### src/rtl/bram_sum_pkg.sv
package bram_sum_pkg;

  typedef enum logic [3:0] {
    S_IDLE,
    S_HI_REQ,
    S_HI_WAIT,
    S_LO_REQ,
    S_LO_WAIT,
    S_VF_REQ,
    S_VF_WAIT,
    S_WR_REQ,
    S_DONE
  } seq_state_t;

endpackage

### src/rtl/bram_sum_acc.sv
module bram_sum_acc #(
  parameter int SUM_W = 16
) (
  input  logic             clk,
  input  logic             rst_n,
  input  logic             clr,
  input  logic             step,
  input  logic [SUM_W-1:0] word,
  output logic [SUM_W-1:0] sum
);

  logic [SUM_W-1:0] acc_q;
  logic             cy_q;
  logic [SUM_W-1:0] rot;
  logic             rot_cy;
  logic [SUM_W:0]   add_res;

  // 17-bit rotate through carry, then add with the bit rotated out as carry-in
  always_comb begin
    rot     = {acc_q[SUM_W-2:0], cy_q};
    rot_cy  = acc_q[SUM_W-1];
    add_res = {1'b0, rot} + {1'b0, word} + {{SUM_W{1'b0}}, rot_cy};
  end

  always_ff @(posedge clk) begin
    if (!rst_n || clr) begin
      acc_q <= '0;
      cy_q  <= 1'b0;
    end else if (step) begin
      acc_q <= add_res[SUM_W-1:0];
      cy_q  <= add_res[SUM_W];
    end
  end

  assign sum = acc_q;

  // the result moves only on a step or a clear
  assert_acc_hold_R9: assert property (@(posedge clk) disable iff (!rst_n)
    (!step && !clr) |=> $stable(sum));

endmodule

### src/rtl/bram_sum_cmp.sv
module bram_sum_cmp #(
  parameter int DATA_W = 8,
  parameter int NBYTES = 4,
  parameter logic [NBYTES*DATA_W/2-1:0] KEY = 16'hAAAA
) (
  input  logic                          clk,
  input  logic                          rst_n,
  input  logic                          clr,
  input  logic                          capture,
  input  logic [$clog2(NBYTES)-1:0]     slot,
  input  logic [DATA_W-1:0]             rsp_data,
  input  logic [NBYTES*DATA_W/2-1:0]    sum,
  output logic                          match
);

  localparam int SUM_W = NBYTES * DATA_W / 2;
  localparam int IDX_W = $clog2(NBYTES);
  localparam logic [IDX_W-1:0] LAST_SLOT = IDX_W'(NBYTES - 1);

  logic [NBYTES*DATA_W-1:0] held_q;
  logic [NBYTES*DATA_W-1:0] expect_v;
  logic [NBYTES-1:0]        eq;
  logic                     checked_q;

  assign expect_v = {sum ^ KEY, sum};

  always_ff @(posedge clk) begin
    if (!rst_n) begin
      held_q    <= '0;
      checked_q <= 1'b0;
    end else begin
      if (clr) checked_q <= 1'b0;
      else if (capture && slot == LAST_SLOT) checked_q <= 1'b1;
      for (int b = 0; b < NBYTES; b++) begin
        if (capture && slot == IDX_W'(b)) held_q[b*DATA_W +: DATA_W] <= rsp_data;
      end
    end
  end

  for (genvar g = 0; g < NBYTES; g++) begin : g_byte_eq
    assign eq[g] = (held_q[g*DATA_W +: DATA_W] == expect_v[g*DATA_W +: DATA_W]);
  end

  assign match = checked_q && (&eq);

  // a new run always drops a previous match
  assert_clear_drops_match_R11: assert property (@(posedge clk) disable iff (!rst_n)
    clr |=> !match);

  // the stored sum bytes must be compared against the live result width
  initial assert (SUM_W == 2 * DATA_W);

endmodule

### src/rtl/bram_sum_seq.sv
module bram_sum_seq
  import bram_sum_pkg::*;
#(
  parameter int ADDR_W = 8,
  parameter int DATA_W = 8,
  parameter int NBYTES = 4,
  parameter logic [ADDR_W-1:0] TOP_POS  = 8'hFA,
  parameter logic [ADDR_W-1:0] SUM_BASE = 8'hFC
) (
  input  logic                      clk,
  input  logic                      rst_n,
  input  logic                      start,
  input  logic                      op_store,
  input  logic                      op_verify,
  input  logic                      req_ready,
  input  logic                      rsp_valid,
  input  logic [DATA_W-1:0]         rsp_data,
  output logic                      req_valid,
  output logic [ADDR_W-1:0]         req_addr,
  output logic                      req_we,
  output logic                      busy,
  output logic                      done,
  output logic                      acc_clr,
  output logic                      acc_step,
  output logic [2*DATA_W-1:0]       word,
  output logic                      vf_capture,
  output logic [$clog2(NBYTES)-1:0] slot
);

  localparam int IDX_W = $clog2(NBYTES);
  localparam logic [IDX_W-1:0]  LAST_SLOT = IDX_W'(NBYTES - 1);
  localparam logic [ADDR_W-1:0] HI_ADDR   = ADDR_W'(TOP_POS + 1);

  seq_state_t          state, nxt, after_walk;
  logic [ADDR_W-1:0]   pos_q;
  logic [DATA_W-1:0]   prev_q;
  logic [IDX_W-1:0]    slot_q;
  logic                op_store_q, op_verify_q;

  always_comb begin
    if (op_verify_q)     after_walk = S_VF_REQ;
    else if (op_store_q) after_walk = S_WR_REQ;
    else                 after_walk = S_DONE;
  end

  always_comb begin
    nxt        = state;
    req_valid  = 1'b0;
    req_addr   = '0;
    req_we     = 1'b0;
    acc_clr    = 1'b0;
    acc_step   = 1'b0;
    vf_capture = 1'b0;
    case (state)
      S_IDLE: if (start) begin
        acc_clr = 1'b1;
        nxt     = S_HI_REQ;
      end
      S_HI_REQ: begin
        req_valid = 1'b1;
        req_addr  = HI_ADDR;
        if (req_ready) nxt = S_HI_WAIT;
      end
      S_HI_WAIT: if (rsp_valid) nxt = S_LO_REQ;
      S_LO_REQ: begin
        req_valid = 1'b1;
        req_addr  = pos_q;
        if (req_ready) nxt = S_LO_WAIT;
      end
      S_LO_WAIT: if (rsp_valid) begin
        acc_step = 1'b1;
        nxt      = (pos_q == '0) ? after_walk : S_LO_REQ;
      end
      S_VF_REQ: begin
        req_valid = 1'b1;
        req_addr  = SUM_BASE + ADDR_W'(slot_q);
        if (req_ready) nxt = S_VF_WAIT;
      end
      S_VF_WAIT: if (rsp_valid) begin
        vf_capture = 1'b1;
        if (slot_q == LAST_SLOT) nxt = op_store_q ? S_WR_REQ : S_DONE;
        else                     nxt = S_VF_REQ;
      end
      S_WR_REQ: begin
        req_valid = 1'b1;
        req_we    = 1'b1;
        req_addr  = SUM_BASE + ADDR_W'(slot_q);
        if (req_ready && slot_q == LAST_SLOT) nxt = S_DONE;
      end
      S_DONE:  nxt = S_IDLE;
      default: nxt = S_IDLE;
    endcase
  end

  always_ff @(posedge clk) begin
    if (!rst_n) begin
      state       <= S_IDLE;
      pos_q       <= '0;
      prev_q      <= '0;
      slot_q      <= '0;
      op_store_q  <= 1'b0;
      op_verify_q <= 1'b0;
    end else begin
      state <= nxt;
      if (state == S_IDLE && start) begin
        op_store_q  <= op_store;
        op_verify_q <= op_verify;
      end
      // the byte just read becomes the high half of the next (lower) word
      if (state == S_HI_WAIT && rsp_valid) begin
        prev_q <= rsp_data;
        pos_q  <= TOP_POS;
      end
      if (state == S_LO_WAIT && rsp_valid) begin
        prev_q <= rsp_data;
        pos_q  <= pos_q - 1'b1;
      end
      if (state == S_IDLE) slot_q <= '0;
      else if ((state == S_VF_WAIT && rsp_valid) || (state == S_WR_REQ && req_ready))
        slot_q <= (slot_q == LAST_SLOT) ? '0 : slot_q + 1'b1;
    end
  end

  assign word = {prev_q, rsp_data};
  assign busy = (state != S_IDLE);
  assign done = (state == S_DONE);
  assign slot = slot_q;

  // a stalled request does not move
  assert_req_hold_R5: assert property (@(posedge clk) disable iff (!rst_n)
    (req_valid && !req_ready) |=> (req_valid && $stable(req_addr) && $stable(req_we)));

  // responses arrive only while a read is outstanding
  assert_rsp_expected_R5: assert property (@(posedge clk) disable iff (!rst_n)
    rsp_valid |-> (state inside {S_HI_WAIT, S_LO_WAIT, S_VF_WAIT}));

  // options latched at start stay put for the whole run
  assert_ops_latched_R10: assert property (@(posedge clk) disable iff (!rst_n)
    (state != S_IDLE) |=> ($stable(op_store_q) && $stable(op_verify_q)));

  // the walk never addresses above its start position
  assert_walk_range_R4: assert property (@(posedge clk) disable iff (!rst_n)
    (state == S_LO_REQ) |-> (pos_q <= TOP_POS));

endmodule

### src/rtl/bram_sum_engine.sv
module bram_sum_engine #(
  parameter int ADDR_W = 8,
  parameter int DATA_W = 8,
  parameter logic [ADDR_W-1:0]   TOP_POS  = 8'hFA,
  parameter logic [ADDR_W-1:0]   SUM_BASE = 8'hFC,
  parameter logic [2*DATA_W-1:0] CPL_KEY  = 16'hAAAA
) (
  input  logic                clk,
  input  logic                rst_n,
  input  logic                start,
  input  logic                op_store,
  input  logic                op_verify,
  output logic                busy,
  output logic                done,
  output logic [2*DATA_W-1:0] sum_out,
  output logic [2*DATA_W-1:0] sum_cpl,
  output logic                match,
  output logic                mem_req_valid,
  input  logic                mem_req_ready,
  output logic [ADDR_W-1:0]   mem_req_addr,
  output logic                mem_req_we,
  output logic [DATA_W-1:0]   mem_req_wdata,
  input  logic                mem_rsp_valid,
  input  logic [DATA_W-1:0]   mem_rsp_data
);

  localparam int SUM_W  = 2 * DATA_W;
  localparam int NBYTES = 2 * SUM_W / DATA_W;
  localparam int IDX_W  = $clog2(NBYTES);

  logic               acc_clr, acc_step, vf_capture;
  logic [SUM_W-1:0]   word;
  logic [IDX_W-1:0]   slot;
  logic [2*SUM_W-1:0] out_bytes;

  bram_sum_seq #(
    .ADDR_W(ADDR_W), .DATA_W(DATA_W), .NBYTES(NBYTES),
    .TOP_POS(TOP_POS), .SUM_BASE(SUM_BASE)
  ) u_seq (
    .clk(clk), .rst_n(rst_n), .start(start),
    .op_store(op_store), .op_verify(op_verify),
    .req_ready(mem_req_ready), .rsp_valid(mem_rsp_valid), .rsp_data(mem_rsp_data),
    .req_valid(mem_req_valid), .req_addr(mem_req_addr), .req_we(mem_req_we),
    .busy(busy), .done(done), .acc_clr(acc_clr), .acc_step(acc_step),
    .word(word), .vf_capture(vf_capture), .slot(slot)
  );

  bram_sum_acc #(.SUM_W(SUM_W)) u_acc (
    .clk(clk), .rst_n(rst_n), .clr(acc_clr), .step(acc_step),
    .word(word), .sum(sum_out)
  );

  bram_sum_cmp #(.DATA_W(DATA_W), .NBYTES(NBYTES), .KEY(CPL_KEY)) u_cmp (
    .clk(clk), .rst_n(rst_n), .clr(acc_clr), .capture(vf_capture),
    .slot(slot), .rsp_data(mem_rsp_data), .sum(sum_out), .match(match)
  );

  assign sum_cpl       = sum_out ^ CPL_KEY;
  assign out_bytes     = {sum_cpl, sum_out};
  assign mem_req_wdata = out_bytes[slot*DATA_W +: DATA_W];

  // done is a single-cycle pulse
  assert_done_pulse_R9: assert property (@(posedge clk) disable iff (!rst_n)
    done |=> !done);

  // an idle engine issues no memory traffic
  assert_idle_quiet_R1: assert property (@(posedge clk) disable iff (!rst_n)
    !busy |-> !mem_req_valid);

  // results hold while idle and not restarted
  assert_result_hold_R9: assert property (@(posedge clk) disable iff (!rst_n)
    (!busy && !start) |=> ($stable(sum_out) && $stable(match)));

  // write data of a stalled request does not move
  assert_wdata_hold_R5: assert property (@(posedge clk) disable iff (!rst_n)
    (mem_req_valid && !mem_req_ready) |=> $stable(mem_req_wdata));

endmodule

### config.mk
export PLATFORM = sky130hd
export DESIGN_NAME = bram_sum_engine
export DESIGN_NICKNAME = d
export VERILOG_FILES = /design/src/rtl/bram_sum_pkg.sv /design/src/rtl/bram_sum_acc.sv /design/src/rtl/bram_sum_cmp.sv /design/src/rtl/bram_sum_seq.sv /design/src/rtl/bram_sum_engine.sv
export SDC_FILE = /design/constraint.sdc
export NUM_CORES = 1
export LEC_CHECK = 0
export CAP_MARGIN = 15
export CORE_MARGIN = 3
export CORE_UTILIZATION = 44
export DETAILED_ROUTE_END_ITERATION = 10
export DONT_BUFFER_PORTS = 1
export PLACE_DENSITY_LB_ADDON = 0.3
export SLEW_MARGIN = 20
export SYNTH_ARGS = -nofsm -noshare
export SYNTH_HDL_FRONTEND = slang
export SYNTH_SLANG_ARGS = --single-unit
### constraint.sdc
create_clock -name clk -period 3.5 [get_ports clk]
set_input_delay 1.05 -clock clk [delete_from_list [all_inputs] [get_ports clk]]
set_output_delay 1.05 -clock clk [all_outputs]
set_load 0.02 [all_outputs]
==> flow_summary.ini <==
[clock_tree]
clock_sink_count = 74
cts_buffers = 9
tritoncts = yes
post_cts_setup_buffer_count = 0
cts_hold_repair.buffers = 0
post_cts_resized = 0
cts_buffer_depth = 2
register_clock_pin_slew_on_the_reported_worst_setup_and_hold_paths_ns = 0.09
htree_num_levels = 3
cts.root.buffer_cell = sky130_fd_sc_hd__clkbuf_8
clock_latency_ns = 0.36

[logic_synthesis]
synth.top_cells.by_area = sky130_fd_sc_hd__dfxtp_1 (34%), sky130_fd_sc_hd__a21oi_1 (9.3%), sky130_fd_sc_hd__nand2_1 (8.2%), sky130_fd_sc_hd__ha_1 (6.0%), sky130_fd_sc_hd__nand3_1 (5.0%)
synth_compound_gate_area_share = 0.195
async_flop_share = 0
synth.net_count = 613
yosys.area_share.adder = 0.0693
synth_most_common_cell = sky130_fd_sc_hd__nand2_1
post_synth_mux_area_share = 0.0283
post_synth_and_or_nand_nor_area_fraction = 0.246
synth_edf_count = 0
synth.top_cells.by_count = sky130_fd_sc_hd__nand2_1 (95), sky130_fd_sc_hd__a21oi_1 (81), sky130_fd_sc_hd__dfxtp_1 (74)
postSynthAreaPerCell_um2 = 7.60
combinational_family_with_the_most_area_after_synthesis = simple AND/OR/NAND/NOR gates
ff_latch_count_synth = 74
xor_xnor_fraction_of_synth_area = 0.0601
synth_warnings = 0
synth_area_leader_cell = sky130_fd_sc_hd__dfxtp_1
ys_seq_area_frac = 0.339
synthDistinctLibCells = 56
syn-cell-area_um2 = 4370
synthCells = 575
yosys.area.top_type_share = 0.339
synth-main-ff-cell = sky130_fd_sc_hd__dfxtp_1

[route]
detailedRoute.firstIterationViolations = 280
route.detailed.vias_per_inst = 5.78
drtAntennaViolNets = 0
dr.pass1.iters = 6
route.final.wire_length_um = 13300
vias = 4102
routed_wire_length_per_instance_um = 18.7
drcViolationCount = 0

[cells_and_area]
layout-drive-gt1-share = 0.0964
filler_cell_count = 941
insertedDiodeCount = 0
nets = 614
utilization = 0.505
syn_to_final_growth_pct = 9.22

[grt]
use_met2 = 0.388
largest_net_degree_at_the_start_of_global_routing = 54
wire_length_of_the_first_global_routing_pass_um = 21300
initial_antenna_violation_count = 0
globalRouteOverflowTotal = 0
grt.met1_usage = 0.313
grt_util_met3 = 0.0698
grt_pass1_vias = 3909
grt_use_total = 0.242
global_route.peak_usage_layer = met2

[worst_setup_path]
timing.critical_path.from_type = register
timing.critical_path.to_type = output port
cp.arrival_ns = 2.17
required_time_of_the_worst_setup_path_ns = 2.45
worst-r2r-cell-count = 10
worstSetupPathType = register to output port
critical_path_peak_fanout = 3

[place]
placed_wire_length_estimate_after_detailed_placement_um = 9620
number_of_port_buffers = 0
finalWeightedCongestion = 0.896

[power_and_ir_drop]
power.net_switching_mw = 0.565
power_density_nw_per_um2 = 402
static-leakage-power_nw = 1.77
p_int_mw = 1.36
share_clk_of_total_power = 0.382
power.combinational.fraction = 0.149
power.share.switching = 0.294
p_total_mw = 1.92
seq_power_share = 0.469
power.ir.vdd_worst_mv = 0.258

[timing]
tightest_slew_ns = 0.986
timing.clock.skew_ns = 0.0155
min_period_over_period = 0.920
period_minus_slack_ns = 3.22
final_max_tran_viols = 0
setup-tns-final_ns = 0
final-hold-violation-count = 0
maxClockFrequency_mhz = 311
rsz0062_at_grt = no
report.final.setup_viol = 0
worst_slew_margin_rel = 0.342

[floorplan]
coreArea_um2 = 9460
die_area_um2 = 11200
die-height_um = 106
placement_rows = 35
effective_utilization_at_floorplan = 0.462
num_io_pins = 68
die_x_um = 106

[outcome]
status = complete, no violations

[hold_path]
worst_hold_path.num_cells = 2
holdCritPathClass = register to register

[job]
timing.max_cap.violations = 0
power by group through the flow:
stage                     clock network (mW)  registers [mW]  logic (mW)
final                                  0.733           0.901       0.286
after global routing                   0.789           0.905       0.320
after CTS                              0.743           0.900       0.284
after floorplan                            0           0.907       0.238
after global placement                     0           0.918       0.275
after detailed placement                   0           0.920       0.282
stage by stage:
stage	area, um2	setup WS, ns	instances	hold WS, ns
after floorplan	4370	0.507	575	0.436
after global placement	4540	0.355	694	0.445
after detailed placement	4540	0.298	694	0.457
after CTS	4750	0.0806	710	0.470
after global routing	4770	0.0814	710	0.486
final	4770	0.281	710	0.467
layout by cell type (no fill, tap or decap), types with 2 or more instances in the layout:
cell	synthesis	layout
sky130_fd_sc_hd__or3_1	2	2
sky130_fd_sc_hd__mux2_2	3	3
sky130_fd_sc_hd__ha_1	21	21
sky130_fd_sc_hd__nor2_1	41	40
sky130_fd_sc_hd__xor2_1	12	12
sky130_fd_sc_hd__o211ai_1	2	2
sky130_fd_sc_hd__nand2_1	95	95
sky130_fd_sc_hd__mux2i_1	9	9
sky130_fd_sc_hd__o31ai_1	2	2
sky130_fd_sc_hd__a21oi_1	81	81
sky130_fd_sc_hd__nand3b_1	2	2
sky130_fd_sc_hd__a31oi_1	4	4
sky130_fd_sc_hd__a221oi_1	3	3
sky130_fd_sc_hd__fa_1	2	2
sky130_fd_sc_hd__bufinv_16	0	2
sky130_fd_sc_hd__buf_4	9	23
sky130_fd_sc_hd__clkinvlp_4	0	2
sky130_fd_sc_hd__o21a_1	4	4
sky130_fd_sc_hd__nand3_1	44	44
sky130_fd_sc_hd__clkinv_2	0	2
sky130_fd_sc_hd__xnor2_1	18	18
sky130_fd_sc_hd__inv_1	27	27
sky130_fd_sc_hd__a211oi_1	7	7
sky130_fd_sc_hd__o221ai_1	2	2
sky130_fd_sc_hd__nor3_1	13	13
sky130_fd_sc_hd__o22ai_1	2	2
sky130_fd_sc_hd__o21ai_0	19	19
sky130_fd_sc_hd__dfxtp_1	74	74
sky130_fd_sc_hd__nand4_1	4	4
sky130_fd_sc_hd__nand2b_1	2	2
sky130_fd_sc_hd__nor4_2	2	4
sky130_fd_sc_hd__clkbuf_8	0	9
sky130_fd_sc_hd__nor2b_1	7	7
sky130_fd_sc_hd__and3_1	7	7
sky130_fd_sc_hd__o31a_1	2	2
sky130_fd_sc_hd__a22oi_1	2	2
sky130_fd_sc_hd__a21o_1	5	5
critical path, cell delays in order (launching register included):
cell                        delay [ns]
sky130_fd_sc_hd__dfxtp_1          0.35
sky130_fd_sc_hd__xor2_1           0.18
sky130_fd_sc_hd__nor4_2           0.25
sky130_fd_sc_hd__nand4_1          0.14
sky130_fd_sc_hd__nor4_2           0.21
sky130_fd_sc_hd__o2111ai_2        0.18
sky130_fd_sc_hd__nor4_2           0.31
sky130_fd_sc_hd__buf_4            0.18
area by class of cell:
class	count	area, um2	share of cell area
sequential	74	1480	0.310
tap	129	161	0.0338
multi-input combinational	440	2640	0.552
clock inverter	7	93.8	0.0197
clock buffer	9	124	0.0260
timing repair buffer	23	173	0.0362
inverter	28	105	0.0220
path summary, 6_finish.rpt:
check / startpoint / to / slack (ns)
min reg2reg: u_cmp.held_q[31] / u_cmp.held_q[31] / 0.47
max reg2reg: u_acc.sum[15] / u_acc.sum[14] / 0.91
min: u_cmp.held_q[31] / u_cmp.held_q[31] / 0.47
max: u_acc.sum[6] / match / 0.28
sequential cells by signal (all words and copies together) (netlist names):
register	count
u_seq.op_verify_q	1
u_seq.slot	2
u_acc.sum	16
u_acc.cy_q	1
u_seq.prev_q	8
u_seq.op_store_q	1
u_cmp.checked_q	1
u_seq.state	4
u_seq.pos_q	8
u_cmp.held_q	32
logic make-up (layout without fill, tap and decap cells):
family | count (synthesis) | in the layout
AND/OR/NAND/NOR | 231 | 231
AO/OA/AOI/OAI | 144 | 144
flip-flops | 74 | 74
buffers and inverters | 61 | 67
XOR/XNOR | 30 | 30
adder cells (fa/ha/maj) | 23 | 23
multiplexers | 12 | 12
metal layers:
metal / up-vias / part of all wire / routed length, um
li1: 2002 / - / -
met1: 1911 / 0.42 / 5600
met2: 168 / 0.47 / 6290
met3: 21 / 0.086 / 1140
met4: 0 / 0.020 / 260
met5: - / 0 / 0
Note: power is estimated with default switching activity, not from simulation.
